`config.mk`:
```
export PLATFORM = sky130hd
export DESIGN_NAME = rnd_unit
export DESIGN_NICKNAME = d
export VERILOG_FILES = /design/src/rtl/rnd_pkg.sv /design/src/rtl/rnd_split.sv /design/src/rtl/rnd_decide.sv /design/src/rtl/rnd_incr.sv /design/src/rtl/rnd_unit.sv
export SDC_FILE = /design/constraint.sdc
export NUM_CORES = 1
export LEC_CHECK = 0
export BUFFER_PORTS_ARGS = -buffer_cell sky130_fd_sc_hd__buf_2
export CAP_MARGIN = 20
export CORE_MARGIN = 1.5
export CORE_UTILIZATION = 25
export DETAILED_ROUTE_END_ITERATION = 6
export GPL_ROUTABILITY_DRIVEN = 0
export HOLD_SLACK_MARGIN = 0.1
export SYNTH_ARGS = -nofsm -noshare
export SYNTH_HDL_FRONTEND = slang
export SYNTH_HIERARCHICAL = 1
export SYNTH_SLANG_ARGS = --single-unit
```
`constraint.sdc`:
```
create_clock -name clk -period 5.9 [get_ports clk]
set_input_delay 1.18 -clock clk [delete_from_list [all_inputs] [get_ports clk]]
set_output_delay 1.18 -clock clk [all_outputs]
set_load 0.03 [all_outputs]
```
`src/rtl/rnd_pkg.sv`:
```
package rnd_pkg;

    typedef enum logic [1:0] {
        RM_NEAREST = 2'b00,
        RM_ZERO    = 2'b01,
        RM_POS     = 2'b10,
        RM_NEG     = 2'b11
    } rmode_e;

    // bits that lie below the kept mantissa
    typedef struct packed {
        logic guard;
        logic rbit;
        logic sticky;
    } grs_t;

    typedef struct packed {
        logic inc;
        logic lost;
    } rnd_decision_t;

    function automatic logic any_lost(grs_t b);
        return b.guard | b.rbit | b.sticky;
    endfunction

    // increment decision for one value; lsb is bit 0 after the shift
    function automatic rnd_decision_t decide(rmode_e m, grs_t b,
                                             logic neg, logic lsb);
        rnd_decision_t d;
        d.lost = any_lost(b);
        d.inc  = 1'b0;
        if (d.lost) begin
            unique case (m)
                RM_NEAREST: d.inc = b.guard & (b.rbit | b.sticky | lsb);
                RM_ZERO:    d.inc = 1'b0;
                RM_POS:     d.inc = ~neg;
                RM_NEG:     d.inc = neg;
                default:    d.inc = 1'b0;
            endcase
        end
        return d;
    endfunction

endpackage

```
`src/rtl/rnd_split.sv`:
```
module rnd_split #(
    parameter int MANT_W = 34
) (
    input  logic              [MANT_W-1:0] mant,
    input  logic                           sticky,
    output logic              [MANT_W-3:0] body,
    output rnd_pkg::grs_t                  low
);
    always_comb begin
        body       = mant[MANT_W-1:2];
        low.guard  = mant[1];
        low.rbit   = mant[0];
        low.sticky = sticky;
    end
endmodule

```
`src/rtl/rnd_decide.sv`:
```
module rnd_decide (
    input  logic [1:0]            mode,
    input  rnd_pkg::grs_t         low,
    input  logic                  neg,
    input  logic                  lsb,
    output rnd_pkg::rnd_decision_t dec
);
    import rnd_pkg::*;

    always_comb begin
        dec = decide(rmode_e'(mode), low, neg, lsb);
    end
endmodule

```
`src/rtl/rnd_incr.sv`:
```
module rnd_incr #(
    parameter int BODY_W = 32,
    parameter int WORD_W = 8
) (
    input  logic [BODY_W-1:0] body,
    input  logic              inc,
    output logic [BODY_W-1:0] sum,
    output logic              cout
);
    localparam int NW = (BODY_W + WORD_W - 1) / WORD_W;

    logic [NW:0] chain;
    assign chain[0] = inc;

    for (genvar w = 0; w < NW; w++) begin : g_word
        localparam int LO = w * WORD_W;
        localparam int WW = (w == NW - 1) ? (BODY_W - LO) : WORD_W;
        logic [WW:0] part;
        assign part           = {1'b0, body[LO +: WW]} + (WW + 1)'(chain[w]);
        assign sum[LO +: WW]  = part[WW-1:0];
        assign chain[w+1]     = part[WW];
    end

    assign cout = chain[NW];
endmodule

```
`src/rtl/rnd_unit.sv`:
```
module rnd_unit #(
    parameter int MANT_W = 34,
    parameter int WORD_W = 8
) (
    input  logic              clk,
    input  logic              rst,
    input  logic              in_valid,
    input  logic [MANT_W-1:0] mant_in,
    input  logic              sticky_in,
    input  logic              sign_in,
    input  logic [1:0]        mode_in,
    output logic              out_valid,
    output logic [MANT_W-3:0] mant_out,
    output logic              carry_out,
    output logic              rounded_up,
    output logic              inexact,
    output logic              frac_inexact,
    output logic              frac_rounded
);
    import rnd_pkg::*;

    localparam int BODY_W = MANT_W - 2;

    logic [BODY_W-1:0] body;
    logic [BODY_W-1:0] sum;
    logic              cout;
    grs_t              low;
    rnd_decision_t     dec;

    rnd_split #(.MANT_W(MANT_W)) split_i (
        .mant   (mant_in),
        .sticky (sticky_in),
        .body   (body),
        .low    (low)
    );

    rnd_decide decide_i (
        .mode (mode_in),
        .low  (low),
        .neg  (sign_in),
        .lsb  (body[0]),
        .dec  (dec)
    );

    rnd_incr #(.BODY_W(BODY_W), .WORD_W(WORD_W)) incr_i (
        .body (body),
        .inc  (dec.inc),
        .sum  (sum),
        .cout (cout)
    );

    always_ff @(posedge clk) begin
        if (rst) begin
            out_valid    <= 1'b0;
            mant_out     <= '0;
            carry_out    <= 1'b0;
            rounded_up   <= 1'b0;
            inexact      <= 1'b0;
            frac_inexact <= 1'b0;
            frac_rounded <= 1'b0;
        end else begin
            out_valid <= in_valid;
            if (in_valid) begin
                mant_out     <= sum;
                carry_out    <= cout;
                rounded_up   <= dec.inc;
                inexact      <= dec.lost;
                frac_inexact <= dec.lost;
                frac_rounded <= dec.inc;
            end
        end
    end


    hold_when_idle_chk: assert property (@(posedge clk) disable iff (rst)
        !in_valid |=> ($stable(mant_out) && $stable(rounded_up) && !out_valid));


    exact_quiet_chk: assert property (@(posedge clk) disable iff (rst)
        (in_valid && mant_in[1:0] == 2'b00 && !sticky_in)
        |=> (!inexact && !rounded_up && mant_out == $past(mant_in[MANT_W-1:2])));


    rtz_no_up_chk: assert property (@(posedge clk) disable iff (rst)
        (in_valid && mode_in == 2'b01) |=> !rounded_up);


    up_needs_inexact_chk: assert property (@(posedge clk) disable iff (rst)
        rounded_up |-> inexact);


    carry_wraps_chk: assert property (@(posedge clk) disable iff (rst)
        carry_out |-> (mant_out == '0 && rounded_up));

endmodule

```
Word level (Yosys, flattened, before mapping)
Index checks and enable logic that the tools add are counted.
{"block": "classes", "add_sub_neg": 4, "n_mul": 0, "div": 0, "magnitude_cmp": 0, "eq_ne": 3, "shifts": 0, "mux": 2, "bitwise": 6, "n_reduce_logical": 1}
{"cell": "8-bit by 1-bit adder with 9-bit output", "n": 4}
{"cell": "2-bit == test, second input constant", "n": 2}
{"cell": "1-bit bitwise OR", "n": 4}
{"cell": "1-bit case mux with 4 select lines", "n": 1}
{"cell": "2-bit by 1-bit == test with 1-bit output, second input constant", "n": 1}
{"cell": "2-bit logical NOT", "n": 1}
{"cell": "1-bit AND", "n": 1}
{"cell": "1-bit two-way mux", "n": 1}
{"cell": "1-bit NOT", "n": 1}
{"block": "word_totals", "regBits": 36, "latchBits": 0, "ram_bits": 0, "romBits": 0, "inputBits": 41, "output_inout_bits": 38, "mem_count": 0}

Logic depth before layout (Yosys ltp)
{"block": "logic_depth", "ltp_word": 9, "depth_mapped": 25, "depth_no_buf": 24}

By module
Netlist, hierarchy kept.
{"module": "rnd_unit", "n_inst": 1, "cells_per_inst": 117, "area_each_um2": 1312.5}
{"module": "rnd_incr", "n_inst": 1, "cells_per_inst": 72, "area_each_um2": 518.0}
{"module": "rnd_split", "n_inst": 1, "cells_per_inst": 35, "area_each_um2": 262.8}
{"module": "rnd_decide", "n_inst": 1, "cells_per_inst": 7, "area_each_um2": 40.0}

Worst setup path before layout
No wires, ideal clock.
{"block": "synth_timing", "path_kind": "input-to-reg", "from": "input mant_in[0]", "to": "register carry_out", "setup_time_ns": 0.116, "t_arrival_ns": 4.558, "required_time_ns": 5.784, "setup_slack_ns": 1.226, "stages": 25, "n_path_buf": 1, "path_cell_list": "buf_4 or2_1 a21oi_1 nor3_1 ha_1 ha_1 nand3_1 nor2_1 and3_1 ha_1 ha_1 nand2_1 nor2_1 and3_1 ha_1 ha_1 nand3_1 nor2_1 ha_1 ha_1 nand2_1 nor2_1 and3_1 mux2i_1 nor2_1"}
{"item": "start: declaration", "line": "rnd_unit.sv:8", "text": "input logic [MANT_W-1:0] mant_in,"}
{"item": "end signal: assignment", "line": "rnd_unit.sv:65", "text": "carry_out <= cout;"}
{"item": "end: declaration", "line": "rnd_unit.sv:14", "text": "output logic carry_out,"}

==> impl_metrics.py <==
metrics = {
    "yosys": {
        "ys_seq_area_frac": 0.338,
        "yosys.area_share.adder": 0.0469,
        "synth_top_family_by_area": "buffers and inverters",
        "syn_area_sq_um": 2130,
        "avgSynthCellArea_sq_um": 9.24,
        "synth.area.top_cells": "dfxtp_1 (34%), mux2i_1 (16%), buf_4 (13%), nor2_1 (7.7%), xor2_1 (5.3%)",
        "synthCells": 231,
        "yosysTopAreaCell": "dfxtp_1",
        "synth_compound_area_frac": 0.00235,
        "synth_simple_gate_area_frac": 0.171,
        "synth_top_area_share": 0.338,
        "yosys_warnings": 6,
        "synthMuxAreaShare": 0.164,
        "synth_cell_types": 23,
        "synthXorXnorAreaFrac": 0.103,
        "syn-num-nets": 280,
        "ys_ff_latch": 36,
    },
    "critical_path": {
        "max_stage_delay_ps": 240,
        "timing.rr.start": "mant_out[25]",
        "cp-endpoint": "carry_out",
        "cp_top_family": "simple AND/OR/NAND/NOR gates",
        "critPathRequiredTime_ps": 6110,
        "crit_path_frequent_cell": "ha_1",
        "worstRegToRegCells": 2,
        "critical_path_buf_inv_count": 1,
        "critPathSlowestCell": "nor3_1",
        "worst-path-stages": 25,
        "startpoint": "mant_in[0]",
        "regToRegSetupSlack_ps": 5230,
        "r2r_end": "mant_out[25]",
        "crit_path_end_kind": "register",
        "arrival_ps": 5080,
        "startpoint_type": "input port",
        "crit_fanout": 4,
        "crit_type": "in2reg",
    },
    "pwr": {
        "p_per_area_nw_per_um2": 237,
        "clkPwrFrac": 0.325,
        "vdd_drop_max_uv": 141,
        "cellInternalPower_uw": 395,
        "p_switching_uw": 170,
        "power.leakage_nw": 1.21,
        "swShare": 0.301,
        "finalPower_uw": 565,
        "p_comb_frac": 0.205,
        "p_seq_frac": 0.469,
    },
    "clock_tree": {
        "postCtsSetupBuffers": 0,
        "ctsHoldBuffers": 0,
        "cts_made_buffers": 5,
        "cts_max_path_buffers": 2,
        "cts_tree": "done",
        "htreeDepth": 2,
        "cts.sinks": 36,
        "clk_latency_ps": 280,
        "clkTransAtPathRegs_ps": 80,
        "clockRootBuffer": "clkbuf_8",
        "ctsResizeCount": 0,
    },
    "outcome": {
        "status": "complete, no violations",
    },
    "floorplan": {
        "start_util": 0.258,
        "ioPinCount": 79,
        "core_region_area_sq_um": 8260,
        "dieWidth_microns": 95.4,
        "fp.dieH_microns": 95.4,
        "num_rows": 33,
        "dieArea_sq_um": 9100,
    },
    "global_routing": {
        "antenna_found_initial": 0,
        "grt_max_degree": 37,
        "grt_overflow": 0,
        "grt_pass1_wl_mm": 6.76,
        "grt_usage": 0.0949,
        "grt_pass1_vias": 1502,
        "grtUsageMet1": 0.112,
        "top_usage_layer": "met2",
        "met2_usage": 0.163,
        "grtUsageMet3": 0.0351,
    },
    "timing": {
        "rsz0062_at_grt": "false",
        "finClkSkew_ps": 0,
        "period_needed_ps": 4870,
        "fin_crit_sh": 0.825,
        "relSlewSlack": 0.284,
        "clock.fmax_mhz": 206,
        "setup_violations": 0,
        "worst_slack_ps": 1030,
        "tightest_slew_ps": 1070,
        "slew_violations": 0,
        "hold_viol": 0,
        "setup_tns_ps": 0,
    },
    "cells_and_area": {
        "diodes": 0,
        "drive_gt1_frac": 0.335,
        "nNetsFinal": 320,
        "area_growth_syn_to_layout_pct": 11.6,
        "multi_input_area_sq_um": 1040,
        "fillers": 896,
        "fin_cells": 377,
        "final_util": 0.288,
        "seq_area_sq_um": 721,
    },
    "route": {
        "vias_per_cell": 4.21,
        "vias": 1588,
        "wire_per_inst_microns": 11.1,
        "drc_errors": 0,
        "drtIter0Drc": 66,
        "dr.pass1.iters": 4,
        "drt_wl_total_mm": 4.18,
        "ant_nets": 0,
    },
    "placed_design": {
        "portBuffers": 78,
        "dp.cells": 369,
        "pre_cts_slack_ps": 711,
        "hpwl_mm": 3.13,
    },
    "run": {
        "cap_violations": 0,
    },
    "min_path": {
        "min_path_type": "reg2reg",
    },
}
-- per-layer routing --
layer  wire length, microns  part of all wire
met5                      0                 0
met3                    368             0.088
met2                   1930              0.46
met4                     17            0.0041
met1                   1870              0.45
-- Yosys cell counts, drive strengths merged --
master / n
or2: 1
inv: 2
dfxtp: 36
buf: 43
nor3: 5
clkbuf: 2
nand2: 9
ha: 8
and3: 4
nand3: 13
nand4: 1
a21oi: 1
xor2: 13
nor2b: 1
or3: 1
xnor2: 12
mux2i: 35
nor2: 44
-- cell usage in the layout (no fill, tap or decap) --
master	netlist	final
nand3_1	11	11
ha_1	8	8
xnor2_1	12	12
nor3_2	3	3
or3_1	1	1
and3_1	4	4
buf_2	2	78
inv_1	2	2
nor3_1	2	2
xor2_1	13	13
nand4_1	1	1
nor2b_1	1	1
or2_1	1	1
nand2_1	9	9
nor2_1	44	44
dfxtp_1	36	36
nand3_2	2	2
mux2i_1	35	35
a21oi_1	1	1
clkbuf_8	0	6
clkinv_2	0	2
-- worst min path at each step --
stage	slack [ps]	end	from	depth (start not counted)
2_1_floorplan	630	carry_out	carry_out	2
3_3_place_gp	470	mant_out[20]	mant_out[20]	2
3_5_place_dp	480	mant_out[27]	mant_out[27]	2
4_1_cts	500	mant_out[27]	mant_out[27]	2
5_1_grt	520	mant_out[27]	mant_out[27]	2
6_report	490	mant_out[21]	mant_out[21]	2
-- power by group through the flow --
stage	clock network (mW)	registers [mW]	logic, mW
finish	0.184	0.265	0.116
global route	0.206	0.267	0.127
CTS	0.197	0.266	0.118
detailed placement	0	0.271	0.118
global placement	0	0.270	0.116
floorplan	0	0.300	0.0729
-- through the flow --
step / hold slack (ps) / instance area [sq um]
after global routing: 524 / 2380
after CTS: 503 / 2380
after floorplan: 634 / 2130
after detailed placement: 482 / 2290
after global placement: 469 / 2290
final: 494 / 2380
-- cell type report --
| class | count | share of cell area |
|---|---|---|
| tap | 105 | 0.0552 |
| inverter | 2 | 0.00315 |
| sequential | 36 | 0.303 |
| timing repair buffer | 78 | 0.164 |
| multi-input combinational | 148 | 0.436 |
| clock inverter | 2 | 0.00420 |
| clock buffer | 6 | 0.0347 |
-- cells by family (layout without fill, tap and decap cells) --
kind of cell | after synthesis | in the layout
fa+ha+maj | 8 | 8
flops | 36 | 36
xor+xnor | 25 | 25
simple gates | 79 | 79
mux | 35 | 35
buf+inv | 47 | 88
compound gates | 1 | 1
-- worst register-to-register path: stages (launching register included) --
cell     delay (ps)
dfxtp_1         320
mux2i_1         150
nor2_1           60
-- flip-flops by register name, indices dropped and copies added (netlist names) --
| signal | count |
|---|---|
| frac_rounded | 1 |
| mant_out | 32 |
| carry_out | 1 |
| out_valid | 1 |
| frac_inexact | 1 |
Power figures use the tool's default switching activity.
